==> config.mk <==
export PLATFORM = sky130hd
export DESIGN_NAME = serial_rx_front
export DESIGN_NICKNAME = d
export VERILOG_FILES = /design/src/rtl/srx_pkg.sv /design/src/rtl/srx_sync.sv /design/src/rtl/srx_edge.sv /design/src/rtl/srx_shift.sv /design/src/rtl/srx_fifo.sv /design/src/rtl/serial_rx_front.sv
export SDC_FILE = /design/constraint.sdc
export NUM_CORES = 1
export LEC_CHECK = 0
export CORE_MARGIN = 1
export CORE_UTILIZATION = 25
export CTS_BUF_LIST = sky130_fd_sc_hd__clkbuf_16
export CTS_CLUSTER_DIAMETER = 80
export DETAILED_ROUTE_END_ITERATION = 10
export GPL_TIMING_DRIVEN = 1
export PLACE_DENSITY_LB_ADDON = 0.25
export RECOVER_POWER = 100
export SYNTH_ARGS = -nofsm -noshare
export SYNTH_HDL_FRONTEND = slang
export SYNTH_SLANG_ARGS = --single-unit
==> constraint.sdc <==
create_clock -name clk -period 2 [get_ports clk]
set_input_delay 0.6 -clock clk [delete_from_list [all_inputs] [get_ports clk]]
set_output_delay 0.6 -clock clk [all_outputs]
set_load 0.01 [all_outputs]
==> src/rtl/srx_pkg.sv <==
package srx_pkg;

  typedef struct packed {
    logic dsel;
    logic csel;
    logic rise;
  } srx_cfg_t;

  // True when the sampled clock moved in the programmed direction.
  function automatic logic edge_hit(input logic cur, input logic prev, input logic rise);
    return rise ? (cur & ~prev) : (~cur & prev);
  endfunction

endpackage

==> src/rtl/srx_sync.sv <==
module srx_sync #(
  parameter int W      = 2,
  parameter int STAGES = 2
) (
  input  logic         clk,
  input  logic         rst_n,
  input  logic [W-1:0] d_async,
  output logic [W-1:0] d_sync
);

  logic [W-1:0] stg [STAGES];

  always_ff @(posedge clk) begin
    if (!rst_n) stg[0] <= '0;
    else        stg[0] <= d_async;
  end

  for (genvar s = 1; s < STAGES; s++) begin : g_stage
    always_ff @(posedge clk) begin
      if (!rst_n) stg[s] <= '0;
      else        stg[s] <= stg[s-1];
    end
  end

  assign d_sync = stg[STAGES-1];

endmodule

==> src/rtl/srx_edge.sv <==
module srx_edge (
  input  logic clk,
  input  logic rst_n,
  input  logic cur,
  input  logic rise_sel,
  output logic edge_evt
);
  import srx_pkg::*;

  logic prev_q;

  always_ff @(posedge clk) begin
    if (!rst_n) prev_q <= 1'b0;
    else        prev_q <= cur;
  end

  assign edge_evt = edge_hit(cur, prev_q, rise_sel);

  // an event leaves the sampled clock at the programmed level
  p_edge_level_r6: assert property (@(posedge clk) disable iff (!rst_n)
    edge_evt |=> (prev_q == $past(rise_sel)));

endmodule

==> src/rtl/srx_shift.sv <==
module srx_shift #(
  parameter int W = 8
) (
  input  logic                 clk,
  input  logic                 rst_n,
  input  logic                 clr,
  input  logic                 bit_stb,
  input  logic                 bit_val,
  output logic                 byte_stb,
  output logic [W-1:0]         byte_out,
  output logic [$clog2(W)-1:0] bit_cnt
);

  localparam int CW = $clog2(W);
  localparam logic [CW-1:0] LAST = CW'(W - 1);

  logic [W-1:0] shreg_q;

  function automatic logic [W-1:0] put_bit(input logic [W-1:0] v, input logic [CW-1:0] idx,
                                           input logic b);
    logic [W-1:0] r;
    r = v;
    r[idx] = b;
    return r;
  endfunction

  assign byte_out = put_bit(shreg_q, bit_cnt, bit_val);
  assign byte_stb = bit_stb && (bit_cnt == LAST);

  always_ff @(posedge clk) begin
    if (!rst_n || clr) begin
      bit_cnt <= '0;
      shreg_q <= '0;
    end else if (bit_stb) begin
      if (bit_cnt == LAST) begin
        bit_cnt <= '0;
        shreg_q <= '0;
      end else begin
        bit_cnt <= bit_cnt + 1'b1;
        shreg_q <= byte_out;
      end
    end
  end

  // receiver reset returns to bit 0
  p_clear_r11: assert property (@(posedge clk) disable iff (!rst_n)
    clr |=> (bit_cnt == '0));
  // a byte completes only on the last bit position
  p_byte_at_last_r8: assert property (@(posedge clk) disable iff (!rst_n)
    byte_stb |=> (bit_cnt == '0));

endmodule

==> src/rtl/srx_fifo.sv <==
module srx_fifo #(
  parameter int W     = 8,
  parameter int DEPTH = 4
) (
  input  logic                     clk,
  input  logic                     rst_n,
  input  logic                     wr,
  input  logic [W-1:0]             wdata,
  input  logic                     rd,
  output logic [W-1:0]             rdata,
  output logic                     empty,
  output logic                     full,
  output logic                     drop,
  output logic [$clog2(DEPTH):0]   count
);

  localparam int AW = $clog2(DEPTH);
  localparam logic [AW:0] FULL_CNT = (AW+1)'(DEPTH);

  logic [W-1:0] mem [DEPTH];
  logic [AW:0]  wptr_q, rptr_q;
  logic         do_rd, do_wr;

  assign count = wptr_q - rptr_q;
  assign empty = (count == '0);
  assign full  = (count == FULL_CNT);
  assign do_rd = rd && !empty;
  assign do_wr = wr && (!full || do_rd);
  assign drop  = wr && !do_wr;
  assign rdata = mem[rptr_q[AW-1:0]];

  always_ff @(posedge clk) begin
    if (!rst_n) begin
      wptr_q <= '0;
      rptr_q <= '0;
    end else begin
      if (do_wr) wptr_q <= wptr_q + 1'b1;
      if (do_rd) rptr_q <= rptr_q + 1'b1;
    end
  end

  for (genvar i = 0; i < DEPTH; i++) begin : g_mem
    always_ff @(posedge clk) begin
      if (!rst_n) mem[i] <= '0;
      else if (do_wr && wptr_q[AW-1:0] == AW'(i)) mem[i] <= wdata;
    end
  end

  // occupancy never exceeds the depth
  p_no_overflow_r9: assert property (@(posedge clk) disable iff (!rst_n)
    count <= FULL_CNT);
  // a write into a full FIFO without a read leaves it full and unchanged
  p_drop_keeps_full_r10: assert property (@(posedge clk) disable iff (!rst_n)
    (wr && full && !rd) |=> (full && $stable(wptr_q)));

endmodule

==> src/rtl/serial_rx_front.sv <==
module serial_rx_front #(
  parameter int DATA_W      = 8,
  parameter int FIFO_DEPTH  = 4,
  parameter int SYNC_STAGES = 2
) (
  input  logic              clk,
  input  logic              rst_n,
  input  logic              rx_en,
  input  logic              rx_reset,
  input  logic              data_sel,
  input  logic              clk_sel,
  input  logic              edge_rise,
  input  logic              ser_clk_rx,
  input  logic              ser_clk_tx,
  input  logic              ser_data_a,
  input  logic              ser_data_b,
  input  logic              rd_en,
  output logic [DATA_W-1:0] rd_data,
  output logic              fifo_empty,
  output logic              fifo_full,
  output logic              overrun,
  output logic              reenable_err
);
  import srx_pkg::*;

  localparam int CW = $clog2(DATA_W);
  localparam int AW = $clog2(FIFO_DEPTH);

  srx_cfg_t            cfg;
  logic [1:0]          raw_pair, sync_pair;
  logic                edge_evt, bit_stb, byte_stb, fifo_drop;
  logic [DATA_W-1:0]   byte_out;
  logic [CW-1:0]       bit_cnt;
  logic [AW:0]         fifo_cnt;
  logic                rx_en_q, need_reset_q;

  assign cfg.dsel = data_sel;
  assign cfg.csel = clk_sel;
  assign cfg.rise = edge_rise;

  // bit 1: selected clock, bit 0: selected data
  assign raw_pair = {(cfg.csel ? ser_clk_tx : ser_clk_rx),
                     (cfg.dsel ? ser_data_b : ser_data_a)};

  srx_sync #(.W(2), .STAGES(SYNC_STAGES)) u_sync (
    .clk(clk), .rst_n(rst_n), .d_async(raw_pair), .d_sync(sync_pair)
  );

  srx_edge u_edge (
    .clk(clk), .rst_n(rst_n), .cur(sync_pair[1]), .rise_sel(cfg.rise), .edge_evt(edge_evt)
  );

  assign bit_stb = edge_evt && rx_en && !rx_reset;

  srx_shift #(.W(DATA_W)) u_shift (
    .clk(clk), .rst_n(rst_n), .clr(rx_reset), .bit_stb(bit_stb), .bit_val(sync_pair[0]),
    .byte_stb(byte_stb), .byte_out(byte_out), .bit_cnt(bit_cnt)
  );

  srx_fifo #(.W(DATA_W), .DEPTH(FIFO_DEPTH)) u_fifo (
    .clk(clk), .rst_n(rst_n), .wr(byte_stb), .wdata(byte_out), .rd(rd_en),
    .rdata(rd_data), .empty(fifo_empty), .full(fifo_full), .drop(fifo_drop), .count(fifo_cnt)
  );

  always_ff @(posedge clk) begin
    if (!rst_n) begin
      rx_en_q      <= 1'b0;
      need_reset_q <= 1'b0;
      reenable_err <= 1'b0;
      overrun      <= 1'b0;
    end else begin
      rx_en_q <= rx_en;
      if (rx_reset)               need_reset_q <= 1'b0;
      else if (rx_en_q && !rx_en) need_reset_q <= 1'b1;
      if (rx_en && !rx_en_q && need_reset_q && !rx_reset) reenable_err <= 1'b1;
      if (rx_reset)       overrun <= 1'b0;
      else if (fifo_drop) overrun <= 1'b1;
    end
  end

  // a disabled receiver does not advance its bit position
  p_hold_disabled_r1: assert property (@(posedge clk) disable iff (!rst_n)
    (!rx_en && !rx_reset) |=> $stable(bit_cnt));
  // a disabled receiver adds nothing to the FIFO
  p_no_fill_disabled_r1: assert property (@(posedge clk) disable iff (!rst_n)
    (!rx_en && !rd_en) |=> $stable(fifo_cnt));
  // error flag is sticky
  p_err_sticky_r3: assert property (@(posedge clk) disable iff (!rst_n)
    reenable_err |=> reenable_err);
  // a dropped byte raises overrun
  p_drop_flags_r10: assert property (@(posedge clk) disable iff (!rst_n)
    (fifo_drop && !rx_reset) |=> overrun);
  // receiver reset keeps FIFO occupancy
  p_reset_keeps_fifo_r11: assert property (@(posedge clk) disable iff (!rst_n)
    (rx_reset && !rd_en) |=> ($stable(fifo_cnt) && !overrun));

endmodule

==> out/summary.md <==
The run finished, with violations left. The checks that failed: negative setup slack. Setup repair after global routing could not meet its margin everywhere. Mean area per synthesized cell: 11.5 um^2. Of all cell types, the one taking the most synthesized area is edfxtp_1.

The arithmetic-cell share of the synthesized area counting full adders, half adders and majority gates was 4.15%. Of the available clock period, the critical path in the final layout requires 102%. The number of hold buffers added after CTS was 0. The area after detailed placement came out at 3450 um^2. For this block, the routed nets add up to 5720 um of wire. For this design the top-level I/O count stands at 24. The routability congestion estimate from global placement is 0.726, and the fraction of final layout cells sized beyond drive strength 1 is 28.2%.

Dividing the detail-routed via count by the number of cells gives 4.33. Counting the buffers created by CTS gives 9. The count of input and output buffers is 23. Before CTS, the worst setup slack after placement is -0.527 ns. The class of the tightest hold or removal check is register to register. In this run the cell area of the synthesized design comes to 2710 um^2. The fraction of synthesized cell area taken by the top area cell type is 35.4%, and the area enclosed by the die boundary is 11300 um^2. TritonCTS built the clock tree. The tools report the final max-slew violation count as 0. The run gives 321 as the net count of the finished layout.

The clock tree buffer depth is 2, and the area overhead of the layout relative to synthesis is 40.0%. The headroom to the max-slew limit is 65.4%, and the number of storage elements in the synthesis netlist is 60. The element type at the critical path end was a primary output. VDD sags by at most 0.500 mV. Of the post-synthesis cell area, the part taken by muxes is 13.7%. The cell total after placement came out at 423. The number of antenna repair diodes was 0; the clock-pin slew of the registers on the worst-case setup and hold paths was 0.05 ns. The run gives 0 as the final global-route overflow total. The first detailed-routing pass ran for 4 iterations.

The static leakage was 0.00141 uW; the simple logic cell fraction of the synthesized area was 16.3%. In the global route stage, overall resource usage came out at 11.0%. The fraction of synthesized cell area in xor and xnor cells came out at 0.969%. The remaining antenna violation count after routing came out at 0. Entering global routing, the biggest net connects 18 pins. Summing the areas of all compound-gate instances in the mapped netlist gives 6.09% of the synthesized area. The logs give 1.45 ns for the critical path data arrival time and 0 for the final hold violation count. In the synthesized netlist, the number of instances is 236. The clock net in this run drives a total of 60 sinks.

For the finished layout, the period the worst path requires is 2.05 ns. Number of standard cells in the final layout excluding fillers: 441. The critical path class was register to primary output.

The cell sitting at the root of the clock tree is a clkbuf_16. Floorplan core area: 10400 um^2. Setup violations remaining at the end of the flow were counted as 8. The logs give 0 for the initial antenna violation count and 3950 um for the HPWL after detailed placement. The die is 106 um tall. Along the worst path, the maximum fanout reaches 8. Ranked by total cell area, the synthesized netlist is headed by edfxtp_1 35%, dfxtp_1 21%, mux2i_1 7.0%.

Dividing total power by cell area gives a power density of 862 nW/um^2. Measured along the x axis, the die boundary spans 106 um. For the pin with the worst max-slew slack, the measured transition is 0.505 ns.

Clock latency on the worst-skew pair, taken at its later pin, is 0.32 ns. Number of global-route vias before repair: 1912. The worst setup path is launched from a register. By area, the combinational part of the netlist is dominated by simple AND/OR/NAND/NOR gates.

For this run, design rule violations remaining after detail routing come to 0. The final worst setup slack came out at -0.0495 ns. Adding up every negative setup slack in the final design gives -0.263 ns. Row generation in the floorplan step produced 37 rows. Static timing analysis puts the maximum clock frequency at 488 MHz. For the worst setup path, the data required time is 1.40 ns. The run gives 0.430 ns as the final hold slack.

The beginning of the worst hold path is u_sync.stg[0][1]$_SDFF_PN0_. In the final routed layout, each cell accounts on average for 13.0 um. The logs give 3800 um^2 for the area of all placed cells without fillers and 9510 um for the first-pass GRT wire length.

The first routing iteration left 113 violations. Summing over every cut layer, the via total after detailed routing is 1911. Across the run, the number of max-cap violations was 0.

Yosys printed 0 warnings. For the number of levels the H-tree was split into, the log shows 3. For this configuration, the core starts out at a cell density of 26.0%. The part of the Yosys area used for sequential elements is 56.1%. Across the routed clock network, the largest skew measured is 0.00538 ns. The post-synthesis cell type count is 31, and the synthesized net count is 257. The startpoint identified for the worst register-to-register timing path is u_fifo.wptr_q[0]$_SDFFE_PN0N_.
-- routing by layer --
metal | routed length (um) | track usage, % | up-vias | part of all wire (%)
met1 | 2860 | 15.1 | 898 | 50
li1 | - | - | 974 | -
met3 | 202 | 3.25 | 5 | 3.5
met5 | 0 | 0 | - | 0
met4 | 55 | 4.07 | 0 | 0.96
met2 | 2600 | 16.1 | 34 | 45
-- stage by stage --
step	power, uW	utilization, %
global route	3410	36.5
finish	3270	36.5
global placement	1770	33.1
detailed placement	1770	33.1
floorplan	1570	-
CTS	3300	36.1
-- final cells by class --
type | count | area (um^2)
multi-input combinational | 159 | 1190
tap | 136 | 170
clock inverter | 7 | 75.1
inverter | 6 | 22.5
timing repair buffer | 64 | 587
clock buffer | 9 | 225
sequential | 60 | 1530
fill | 1041 | 6620
-- cell families (layout without fill, tap and decap cells) --
family,after synthesis,in the layout
xor gates and xnor gates,3,3
buffers and inverters,18,86
adders and majority gates,9,9
and+or+nand+nor,94,94
AOI/OAI and AO/OA,25,26
muxes,27,27
DFF,60,60
-- critical path, cell delays in order, from the launching register on --
cell and delay [ns]:
dfxtp_2 0.34, buf_12 0.13, mux4_2 0.52, buf_6 0.14
-- repair_timing --
action                                  in CTS  in global routing
endpoints found under the setup margin      85                 67
gates resized for setup                     54                 17
cloned                                       0                  1
setup buffers                                1                  0
pin swaps                                    7                  7
-- synth_stat cells, drive strengths merged --
cell type / number
edfxtp: 32
a211o: 1
inv: 6
nand3b: 5
dfxtp: 28
nor3: 1
xnor2: 2
o31a: 1
nor2: 43
or3: 9
mux4: 8
nor2b: 1
nand2: 21
nor3b: 3
ha: 9
mux2i: 19
a41oi: 1
clkbuf: 8
xor2: 1
o311ai: 5
nand2b: 4
a21oi: 13
a211oi: 1
a21o: 3
nor4bb: 1
nand3: 1
or3b: 1
and2: 4
buf: 4
-- path summary, 6_finish.rpt --
| kind | cells after the start | slack, ns | endpoint |
|---|---|---|---|
| setup / recovery | 3 | -0.05 | rd_data[2] |
| hold / removal | 1 | 0.43 | u_sync.stg[1][1]$_SDFF_PN0_ |
| setup reg to reg | 8 | 0.02 | u_fifo.mem[3][7]$_SDFFCE_PN0P_ |
| hold reg to reg | 1 | 0.43 | u_sync.stg[1][1]$_SDFF_PN0_ |
-- cells in the final DEF (no fill, tap or decap), types with 3 or more instances in the layout --
cell / netlist / routed
nor2_1: 43 / 43
edfxtp_1: 32 / 32
buf_4: 0 / 25
dfxtp_1: 28 / 24
nand2_1: 21 / 21
mux2i_1: 19 / 19
a21oi_1: 13 / 12
or3_1: 9 / 9
clkbuf_16: 0 / 9
mux4_2: 8 / 8
ha_1: 9 / 7
buf_6: 1 / 7
clkdlybuf4s50_1: 0 / 6
buf_12: 0 / 6
nand3b_1: 5 / 5
o311ai_1: 4 / 5
inv_1: 6 / 4
nand2b_1: 4 / 4
dfxtp_2: 0 / 4
dlygate4sd3_1: 0 / 4
buf_2: 0 / 4
clkbuf_1: 8 / 4
a21o_1: 3 / 3
and2_1: 4 / 3
nor3b_1: 3 / 3
clkinvlp_4: 0 / 3
clkbuf_2: 0 / 3
-- flip-flops by register name, indices dropped and copies added, names as in the netlist, named ones only --
register         count
need_reset_q         1
overrun              1
reenable_err         1
rx_en_q              1
u_edge.prev_q        1
u_fifo.mem          32
u_fifo.rptr_q        3
u_fifo.wptr_q        3
u_shift.bit_cnt      3
u_shift.shreg_q      8
u_sync.stg           4
-- power by group --
part           switching (uW)  internal (uW)
clock network             564            969
logic                     160            215
registers                22.0           1340
Power figures use the tool's default switching activity.
